`src/rtl/nrd_pkg.sv`:
```
package nrd_pkg;
  localparam int ADDR_W    = 48;
  localparam int FIELD_LSB = 24;
  localparam int FIELD_W   = 16;
  localparam int HI_W      = ADDR_W - FIELD_LSB - FIELD_W;
  localparam int MASK_W    = 3;
  localparam int NODE_W    = 3;
  localparam int ILOG_W    = 2;
  localparam int IL_LSB    = 12;
  localparam int SWAP_LSB  = 27;
  localparam int SWAP_W    = 7;
  localparam int SWAP_TOP  = SWAP_LSB + SWAP_W;

  typedef struct packed {
    logic [ILOG_W-1:0] bits;
    logic              bad;
  } ilog_t;

  // Legal masks are contiguous low ones; the count of ones is the bit count.
  function automatic ilog_t decode_mask(input logic [MASK_W-1:0] m);
    ilog_t r;
    r.bad  = 1'b0;
    r.bits = '0;
    case (m)
      3'b000: r.bits = 2'd0;
      3'b001: r.bits = 2'd1;
      3'b011: r.bits = 2'd2;
      3'b111: r.bits = 2'd3;
      default: r.bad = 1'b1;
    endcase
    return r;
  endfunction

  function automatic logic [ADDR_W-1:0] make_low(input logic [HI_W-1:0] hi,
                                                 input logic [FIELD_W-1:0] f);
    return {hi, f, {FIELD_LSB{1'b0}}};
  endfunction

  function automatic logic [ADDR_W-1:0] make_high(input logic [HI_W-1:0] hi,
                                                  input logic [FIELD_W-1:0] f);
    return {hi, f, {FIELD_LSB{1'b1}}};
  endfunction

  function automatic logic in_swap_window(input logic [ADDR_W-1:0] a,
                                          input logic [SWAP_W-1:0] b,
                                          input logic [SWAP_W-1:0] l,
                                          input logic [SWAP_W-1:0] s);
    logic [SWAP_W-1:0] idx;
    idx = a[SWAP_TOP-1:SWAP_LSB];
    if (|a[ADDR_W-1:SWAP_TOP]) return 1'b0;
    return ((idx >= b) && (idx <= l)) || (idx < s);
  endfunction
endpackage

```
`src/rtl/nrd_range_match.sv`:
```
module nrd_range_match
  import nrd_pkg::*;
(
  input  logic [ADDR_W-1:0]  addr,
  input  logic [1:0]         enable,
  input  logic [FIELD_W-1:0] base_f,
  input  logic [HI_W-1:0]    base_hi,
  input  logic [FIELD_W-1:0] lim_f,
  input  logic [HI_W-1:0]    lim_hi,
  input  logic [MASK_W-1:0]  il_mask,
  input  logic [MASK_W-1:0]  il_sel,
  output logic               hit
);
  logic [ADDR_W-1:0] lo_bound;
  logic [ADDR_W-1:0] hi_bound;
  logic              in_bounds;
  logic              sel_ok;
  logic              enabled;

  assign lo_bound  = make_low(base_hi, base_f);
  assign hi_bound  = make_high(lim_hi, lim_f);
  assign enabled   = |enable;
  assign in_bounds = (addr >= lo_bound) && (addr <= hi_bound);
  assign sel_ok    = (il_mask == '0) ||
                     (il_sel == (addr[IL_LSB +: MASK_W] & il_mask));
  assign hit       = enabled && in_bounds && sel_ok;
endmodule

```
`src/rtl/nrd_first_hit.sv`:
```
module nrd_first_hit #(
  parameter int N     = 8,
  parameter int IDX_W = 3
) (
  input  logic [N-1:0]     vec,
  output logic             any,
  output logic [IDX_W-1:0] idx
);
  always_comb begin
    any = 1'b0;
    idx = '0;
    for (int i = N - 1; i >= 0; i--) begin
      if (vec[i]) begin
        any = 1'b1;
        idx = IDX_W'(i);
      end
    end
  end
endmodule

```
`src/rtl/nrd_region_swap.sv`:
```
module nrd_region_swap
  import nrd_pkg::*;
(
  input  logic [ADDR_W-1:0] addr_in,
  input  logic              en,
  input  logic [SWAP_W-1:0] base,
  input  logic [SWAP_W-1:0] limit,
  input  logic [SWAP_W-1:0] size,
  output logic [ADDR_W-1:0] addr_out
);
  logic              take;
  logic [ADDR_W-1:0] flip;

  assign take     = en && in_swap_window(addr_in, base, limit, size);
  assign flip     = {{(ADDR_W-SWAP_TOP){1'b0}}, (take ? base : {SWAP_W{1'b0}}),
                     {SWAP_LSB{1'b0}}};
  assign addr_out = addr_in ^ flip;
endmodule

```
`src/rtl/node_range_decoder.sv`:
```
module node_range_decoder
  import nrd_pkg::*;
#(
  parameter int NUM_RANGES = 8
) (
  input  logic                                clk,
  input  logic                                rst_n,
  input  logic                                req_valid,
  input  logic [ADDR_W-1:0]                   req_addr,
  input  logic [NUM_RANGES-1:0][1:0]          rng_enable,
  input  logic [NUM_RANGES-1:0][FIELD_W-1:0]  rng_base,
  input  logic [NUM_RANGES-1:0][HI_W-1:0]     rng_base_hi,
  input  logic [NUM_RANGES-1:0][FIELD_W-1:0]  rng_limit,
  input  logic [NUM_RANGES-1:0][HI_W-1:0]     rng_limit_hi,
  input  logic [NUM_RANGES-1:0][MASK_W-1:0]   rng_il_mask,
  input  logic [NUM_RANGES-1:0][MASK_W-1:0]   rng_il_sel,
  input  logic [NUM_RANGES-1:0][NODE_W-1:0]   rng_node,
  input  logic                                swap_en,
  input  logic [SWAP_W-1:0]                   swap_base,
  input  logic [SWAP_W-1:0]                   swap_limit,
  input  logic [SWAP_W-1:0]                   swap_size,
  output logic                                out_valid,
  output logic [NODE_W-1:0]                   out_node,
  output logic [ILOG_W-1:0]                   out_ilog,
  output logic [ADDR_W-1:0]                   out_addr,
  output logic                                out_miss,
  output logic                                out_mask_err
);
  localparam int IDX_W = (NUM_RANGES > 1) ? $clog2(NUM_RANGES) : 1;

  logic [NUM_RANGES-1:0] match_vec;
  logic                  any_hit;
  logic [IDX_W-1:0]      win_idx;
  ilog_t                 win_ilog;
  logic [NODE_W-1:0]     win_node;
  logic [ADDR_W-1:0]     swapped_addr;

  for (genvar g = 0; g < NUM_RANGES; g++) begin : g_win
    nrd_range_match u_match (
      .addr    (req_addr),
      .enable  (rng_enable[g]),
      .base_f  (rng_base[g]),
      .base_hi (rng_base_hi[g]),
      .lim_f   (rng_limit[g]),
      .lim_hi  (rng_limit_hi[g]),
      .il_mask (rng_il_mask[g]),
      .il_sel  (rng_il_sel[g]),
      .hit     (match_vec[g])
    );
  end

  nrd_first_hit #(.N(NUM_RANGES), .IDX_W(IDX_W)) u_pick (
    .vec (match_vec),
    .any (any_hit),
    .idx (win_idx)
  );

  assign win_ilog = decode_mask(rng_il_mask[win_idx]);
  assign win_node = rng_node[win_idx];

  nrd_region_swap u_swap (
    .addr_in  (req_addr),
    .en       (swap_en),
    .base     (swap_base),
    .limit    (swap_limit),
    .size     (swap_size),
    .addr_out (swapped_addr)
  );

  always_ff @(posedge clk or negedge rst_n) begin
    if (!rst_n) begin
      out_valid    <= 1'b0;
      out_node     <= '0;
      out_ilog     <= '0;
      out_addr     <= '0;
      out_miss     <= 1'b0;
      out_mask_err <= 1'b0;
    end else begin
      out_valid <= req_valid;
      if (req_valid && any_hit) begin
        out_node     <= win_node;
        out_ilog     <= win_ilog.bits;
        out_mask_err <= win_ilog.bad;
        out_addr     <= swapped_addr;
        out_miss     <= 1'b0;
      end else begin
        out_node     <= '0;
        out_ilog     <= '0;
        out_mask_err <= 1'b0;
        out_addr     <= '0;
        out_miss     <= req_valid;
      end
    end
  end
endmodule

```
`config.mk`:
```
export PLATFORM = sky130hd
export DESIGN_NAME = node_range_decoder
export DESIGN_NICKNAME = d
export VERILOG_FILES = /design/src/rtl/nrd_pkg.sv /design/src/rtl/nrd_range_match.sv /design/src/rtl/nrd_first_hit.sv /design/src/rtl/nrd_region_swap.sv /design/src/rtl/node_range_decoder.sv
export SDC_FILE = /design/constraint.sdc
export NUM_CORES = 1
export LEC_CHECK = 0
export BUFFER_PORTS_ARGS = -buffer_cell sky130_fd_sc_hd__buf_2
export CAP_MARGIN = 20
export CORE_AREA = 2 2 234 236
export DETAILED_ROUTE_END_ITERATION = 7
export DIE_AREA = 0 0 236 238
export GPL_TIMING_DRIVEN = 0
export PLACE_DENSITY = 0.56
export RECOVER_POWER = 100
export SLEW_MARGIN = 25
export SYNTH_ARGS = -nofsm -noshare
export SYNTH_HDL_FRONTEND = slang
export SYNTH_SLANG_ARGS = --single-unit
export TNS_END_PERCENT = 20
```
`constraint.sdc`:
```
create_clock -name clk -period 1.15 [get_ports clk]
set_input_delay 0.23 -clock clk [delete_from_list [all_inputs] [get_ports clk]]
set_output_delay 0.23 -clock clk [all_outputs]
set_load 0.01 [all_outputs]
```
## Word level (Yosys, flattened, before mapping)

Index checks and enable logic that the tools add are counted.

- Order comparisons: 20
- Eq/ne operators: 11
- Multiplexer cells: 31
- Bitwise gates (word level): 9
- Reduce and logical (&&, ||, !) cells: 55

Operators with widths:

| operator | count |
|---|---|
| 48-bit greater-or-equal comparator | 8 |
| 48-bit less-or-equal comparator | 8 |
| 48-bit two-way mux | 1 |
| 48-bit by 34-bit bitwise XOR with 48-bit output | 1 |
| 3-bit two-way mux | 11 |
| 1-bit logical AND | 27 |
| 3-bit logical NOT | 9 |
| 3-bit bitwise AND | 8 |
| 3-bit equality test | 8 |
| 3-bit binary-select mux with 3-bit select | 2 |
| 2-bit OR reduction | 8 |
| 1-bit two-way mux | 14 |
| 14-bit OR reduction | 1 |
| 1-bit logical OR | 9 |
| 7-bit greater-or-equal comparator | 1 |
| 7-bit less-or-equal comparator | 1 |
| 7-bit < comparator | 1 |
| 7-bit two-way mux | 1 |
| 2-bit one-hot mux with 3 select lines | 1 |
| 3-bit by 4-bit < comparator with 1-bit output, second input constant | 1 |
| 4-bit OR reduction | 1 |
| 3-bit by 1-bit equality test with 1-bit output, second input constant | 1 |
| 3-bit by 2-bit equality test with 1-bit output, second input constant | 1 |
| 3-bit equality test, second input constant | 1 |
| 2-bit two-way mux | 1 |

- Flip-flop bits (word level): 56
- Bits of input ports: 545
- Output and inout port bits: 56

## Logic depth before layout (Yosys ltp)

- Depth after elaboration: 18
- Mapped depth: 15

## Hierarchy

From an unflattened synthesis, not the netlist that was laid out.

- Cells, all modules: 1854
- Area total of the unflattened synthesis: 14198.6 µm²

By module, submodules not included:

| module | times used | cells an instance | area an instance (µm²) | sequential area each (µm²) |
|---|---|---|---|---|
| nrd_range_match at g_win[0].u_match ... | 7 | 196 | 1366.3 | 0.0 |
| node_range_decoder | 1 | 149 | 2218.4 | 1401.3 |
| nrd_range_match at g_win[7].u_match | 1 | 193 | 1391.3 | 0.0 |
| nrd_region_swap | 1 | 127 | 944.7 | 0.0 |
| nrd_first_hit | 1 | 13 | 80.1 | 0.0 |

## Worst setup path after synthesis

No wires, ideal clock.

- Kind: input port to flip-flop
- Start: input port rng_base[121] (netlist bit)
- End: register out_mask_err
- Library setup time: 0.132 ns
- Arrival time: 3.089 ns
- Required time: 1.018 ns
- Slack: -2.071 ns
- Stages: 14
- Path buffers: 1
- Cells stage by stage: inv_1 -> ha_1 -> a21o_1 -> a221o_1 -> a2111oi_2 -> o221ai_4 -> o2bb2ai_2 -> o211ai_4 -> buf_4 -> mux2i_1 -> mux2i_1 -> a221o_1 -> mux2i_1 -> nor2_1

- Word-level cells in the longest chain between the ends: 18

RTL lines:

| element | RTL line | source |
|---|---|---|
| from (decl) | node_range_decoder.sv:11 | `input logic [NUM_RANGES-1:0][FIELD_W-1:0] rng_base,` |
| 48-bit greater-or-equal comparator (*) | nrd_range_match.sv:23 | `assign in_bounds = (addr >= lo_bound) && (addr <= hi_bound);` |
| 1-bit logical AND (*) | nrd_range_match.sv:23 |  |
| 1-bit logical AND (*) (2 in a row) | nrd_range_match.sv:26 | `assign hit = enabled && in_bounds && sel_ok;` |
| 3-bit two-way mux (8 in a row) | nrd_first_hit.sv:13 | `if (vec[i]) begin` |
| 3-bit binary-select mux with 3-bit select | node_range_decoder.sv:58 | `assign win_ilog = decode_mask(rng_il_mask[win_idx]);` |
| 3-bit two-way mux (not written as such) | node_range_decoder.sv:58 |  |
| 3-bit equality test, or another cell as far along | nrd_pkg.sv:24 | `case (m)` |
| 4-bit OR reduction (no source line) | n/a |  |
| 1-bit two-way mux | nrd_pkg.sv:24 |  |
| 1-bit two-way mux (*) | node_range_decoder.sv:80 | `if (req_valid && any_hit) begin` |
| to (signal assigned) | node_range_decoder.sv:83 | `out_mask_err <= win_ilog.bad;` |
| to (decl) | node_range_decoder.sv:27 | `output logic out_mask_err` |

Every way passes the cells marked *; elsewhere a longest branch is shown, timed or not. The select of a mux whose other input is x is not followed.

## Worst setup path after layout

- Start: input port req_addr[39]
- End: register out_ilog[0]

- Word-level cells in the longest chain between the ends: 17

RTL lines:

| element | RTL line | source |
|---|---|---|
| from (decl) | node_range_decoder.sv:9 | `input logic [ADDR_W-1:0] req_addr,` |
| 48-bit greater-or-equal comparator or 48-bit less-or-equal comparator (tied branches) | nrd_range_match.sv:23 |  |
| 1-bit logical AND | nrd_range_match.sv:23 |  |
| 1-bit logical AND (2 in a row) | nrd_range_match.sv:26 |  |
| 3-bit two-way mux (8 in a row) | nrd_first_hit.sv:13 |  |
| 3-bit binary-select mux with 3-bit select | node_range_decoder.sv:58 |  |
| 3-bit two-way mux (not written as such) | node_range_decoder.sv:58 |  |
| 3-bit equality test, or another cell as far along | nrd_pkg.sv:24 |  |
| 2-bit one-hot mux with 3 select lines | nrd_pkg.sv:24 |  |
| 2-bit two-way mux (*) | node_range_decoder.sv:80 |  |
| to (signal assigned) | node_range_decoder.sv:82 | `out_ilog <= win_ilog.bits;` |
| to (decl) | node_range_decoder.sv:24 | `output logic [ILOG_W-1:0] out_ilog,` |

Marked as above.

==> impl_results.md <==
- Status: finished, violations left
- Failing checks: negative setup slack
- Final setup margin: -2.26 ns
- Syn Nets: between 2000 and 3000
- Top Ports: 601
- Internal power: roughly 6800 µW
- Reg clk slew, reported paths: around 0.08 ns
- DP Wirelength: 54.7 mm
- Initial antenna violation count: 23
- Maximum clock insertion buffer count: 2
- Worst VDD drop: 0.540 mV
- RSZ-0062 raised after global routing: true
- Crit path max-delay family: simple AND/OR/NAND/NOR gates
- Ys Warns: 0
- Peak Freq: between 200 and 300 MHz
- Drc violations: 0
- Comb power frac: 66.1%
- Fin. Hold Viols: 0
- Routed wire length: 70.1 mm
- Total congestion overflow: 0
- Ys async rst share: 100%
- IO Port Bufs: between 500 and 600
- DR WL/cell: 21.9 µm
- Switching share of power: a little over two fifths
- Fin area: roughly 0.021 mm²
- Placed Instance Area: 0.0176 mm²
- Remaining antenna violation count: 0
- Root Driver: clkbuf_16
- First-pass GRT wire length: ~99 mm
- Util after Layout: 38.8%
- Clock share of power: 15.6%
- Syn_area_per_cell: between 7 and 8 µm²
- Worst Tran Pin Value: 0.815 ns
- Cell type with the largest total area after synthesis: ha_1
- Crit path cell chain: buf_16, buf_4, ha_4, nand4_1, nor4_4, o211ai_1, a21oi_2, o221ai_2, nor2_2, a211oi_4, nor2_4, buf_12, mux2_4, a211oi_4, xor2_1, nor2_1
- Ranking of synthesized cells by area: ha_1, inv_1, dfrtp_1, a21oi_1, nand4_1
- Die height: around 240 µm
- EDFF count, synth: 0
- Required time of the critical path: roughly 1.3 ns
- Slowest stage delay, CP: between 0.4 and 0.5 ns
- Num CTS Buffers: 5
- Critical path peak fanout: 8
- Filler Cell Count: 5486
- Crit path top cell by count: a211oi_4
- Die area: 0.0562 mm²
- CTS tree: built
- Synthesis-stage register bit count: 56
- Most used DFF post-synth: dfrtp_1
- Largest net degree at the start of global routing: 57
- Max-Cap Viols: 0
- Placer Congestion: approximately 0.9
- Net Switching: 5000 µW
- Placed insts: 3062
- Power Density: ~570 mW/mm²
- Placeable Area: 0.0535 mm²
- Crit path time final: 3.41 ns
- Sequential power share: between 10% and 20%
- Synth top cells by count: inv_1, ha_1, a21oi_1
- Total Routing Usage GR: between 20% and 30%
- Worst hold path type: input port to asynchronous set/reset pin
- Layout area overhead: 54.9%
- Final period util: 297%
- Vias in the first global route: roughly 17000
- Kind of critical path: input port to flip-flop
- Sequential share of the synthesized area: a little over a tenth
- Fin cells: about 3200
- Clk sinks: 56
- Site row count: 85
- Yosys cell types: 84
- Initial drt markers: just under 700
- Most common cell in the synthesized netlist: inv_1
- Layout cells sized above 1: between 30% and 40%
- Critical path's slowest cell: nor4_4
- Critical Path Sink Type: flip-flop
- Initial Util: 25.0%
- Synth Cell Area: between 0.01 and 0.015 mm²
- Crit path launch type: input port
- Hold_ws: between 0.02 and 0.03 ns
- Nets: 3439
- DR vias: approximately 16000
- Post-synth top area share: 37.7%
- Die width: 236 µm
- Worst slew margin: between 40% and 50%
- Vias per cell: ~5
- Max-slew violations: 0
- Hold_buf cts: 0
- Mapped Cells: 1767
- H-tree Lvls: 2
- P_leak: roughly 0.011 µW
- WP buf/inv: 3
- First-pass DRT Iterations: 6
- Critical Path AT: approximately 3.6 ns
- Setup Viol. Count Final: 55
==> flip-flops by register name, indices dropped and copies added (netlist names) <==
signal and flops:
out_addr 48, out_ilog 2, out_mask_err 1, out_miss 1
out_node 3, out_valid 1
==> layer usage <==
layer,global-route usage (%),part of all wire (%),up-vias
met5,0,0.14,-
met3,3.00,5.4,113
met1,26.3,40,7620
met2,45.1,52,596
li1,-,-,7740
met4,8.05,2.8,14
==> area by class of cell <==
cell class	count	area [µm²]	area share, %
Timing Repair Buffer	716	4590	22.1
Multi-Input combinational cell	1290	12000	57.7
Sequential cell	56	1400	6.75
Buffer	11	126	0.609
Antenna cell	18	45.0	0.217
Tap cell	696	871	4.20
Clock buffer	5	125	0.603
Inverter	410	1570	7.57
Clock inverter	3	46.3	0.223
==> what timing repair did <==
item                                    4_1_cts  5_1_grt
resized for setup                           293       41
pin swaps                                    78       26
gates cloned                                  7        3
endpoints found under the setup margin       55       55
setup buffers                                75       32
==> placed cells by master (no fill, tap or decap), drive strengths merged, types with 12 or more instances in the layout <==
cell | synthesis | final
a211oi | 27 | 27
a21o | 29 | 29
a21oi | 157 | 157
and2 | 44 | 44
and3 | 14 | 14
buf | 4 | 659
clkbuf | 7 | 69
dfrtp | 56 | 56
diode | 0 | 18
ha | 404 | 404
inv | 410 | 410
mux2i | 12 | 12
nand2 | 107 | 107
nand3 | 51 | 51
nand4 | 74 | 74
nor2 | 59 | 59
nor2b | 17 | 17
nor3 | 19 | 19
nor4 | 23 | 23
o211ai | 16 | 16
o21a | 18 | 18
o21ai | 67 | 67
==> worst max-delay path by stage <==
stage / startpoint / endpoint / slack [ns] / cells past startpoint
finish: req_addr[39] / out_ilog[0]$_DFF_PN0_ / -2.26 / 16
global route: rng_limit[44] / out_mask_err$_DFF_PN0_ / -2.38 / 19
CTS: req_addr[39] / out_mask_err$_DFF_PN0_ / -2.18 / 15
detailed placement: req_addr[39] / out_mask_err$_DFF_PN0_ / -4.33 / 15
global placement: req_addr[39] / out_mask_err$_DFF_PN0_ / -4.31 / 15
floorplan: rng_base[122] / out_mask_err$_DFF_PN0_ / -1.83 / 14
==> metrics by stage <==
step	worst slack, ns	setup TNS [ns]	total power (µW)
global route	-2.38	-108.67	12700
floorplan	-1.83	-73.83	5580
finish	-2.26	-103.75	11800
global placement	-4.31	-221.61	8270
CTS	-2.18	-97.57	11500
detailed placement	-4.33	-212.29	8490
==> cells by family (layout without fill, tap and decap cells) <==
| logic type | Yosys count | after routing | share of synthesized area, % |
|---|---|---|---|
| and+or+nand+nor | 443 | 443 | 17.5 |
| muxes | 17 | 17 | 1.34 |
| AOI/OAI and AO/OA | 412 | 412 | 20.1 |
| buffers and inverters | 421 | 1145 | 11.9 |
| adders and majority gates | 404 | 404 | 37.7 |
| DFF | 56 | 56 | 10.5 |
| other | 0 | 18 | 0 |
| xor gates and xnor gates | 14 | 14 | 0.915 |
==> power groups by stage <==
stage	combinational (µW)	sequential (µW)	clock [µW]
global placement	6080	2190	0
finish	7760	2160	1830
detailed placement	6290	2200	0
global route	8560	2170	1920
floorplan	3300	2280	0
CTS	7470	2160	1870
No activity file was read; power rests on OpenSTA's default activity.
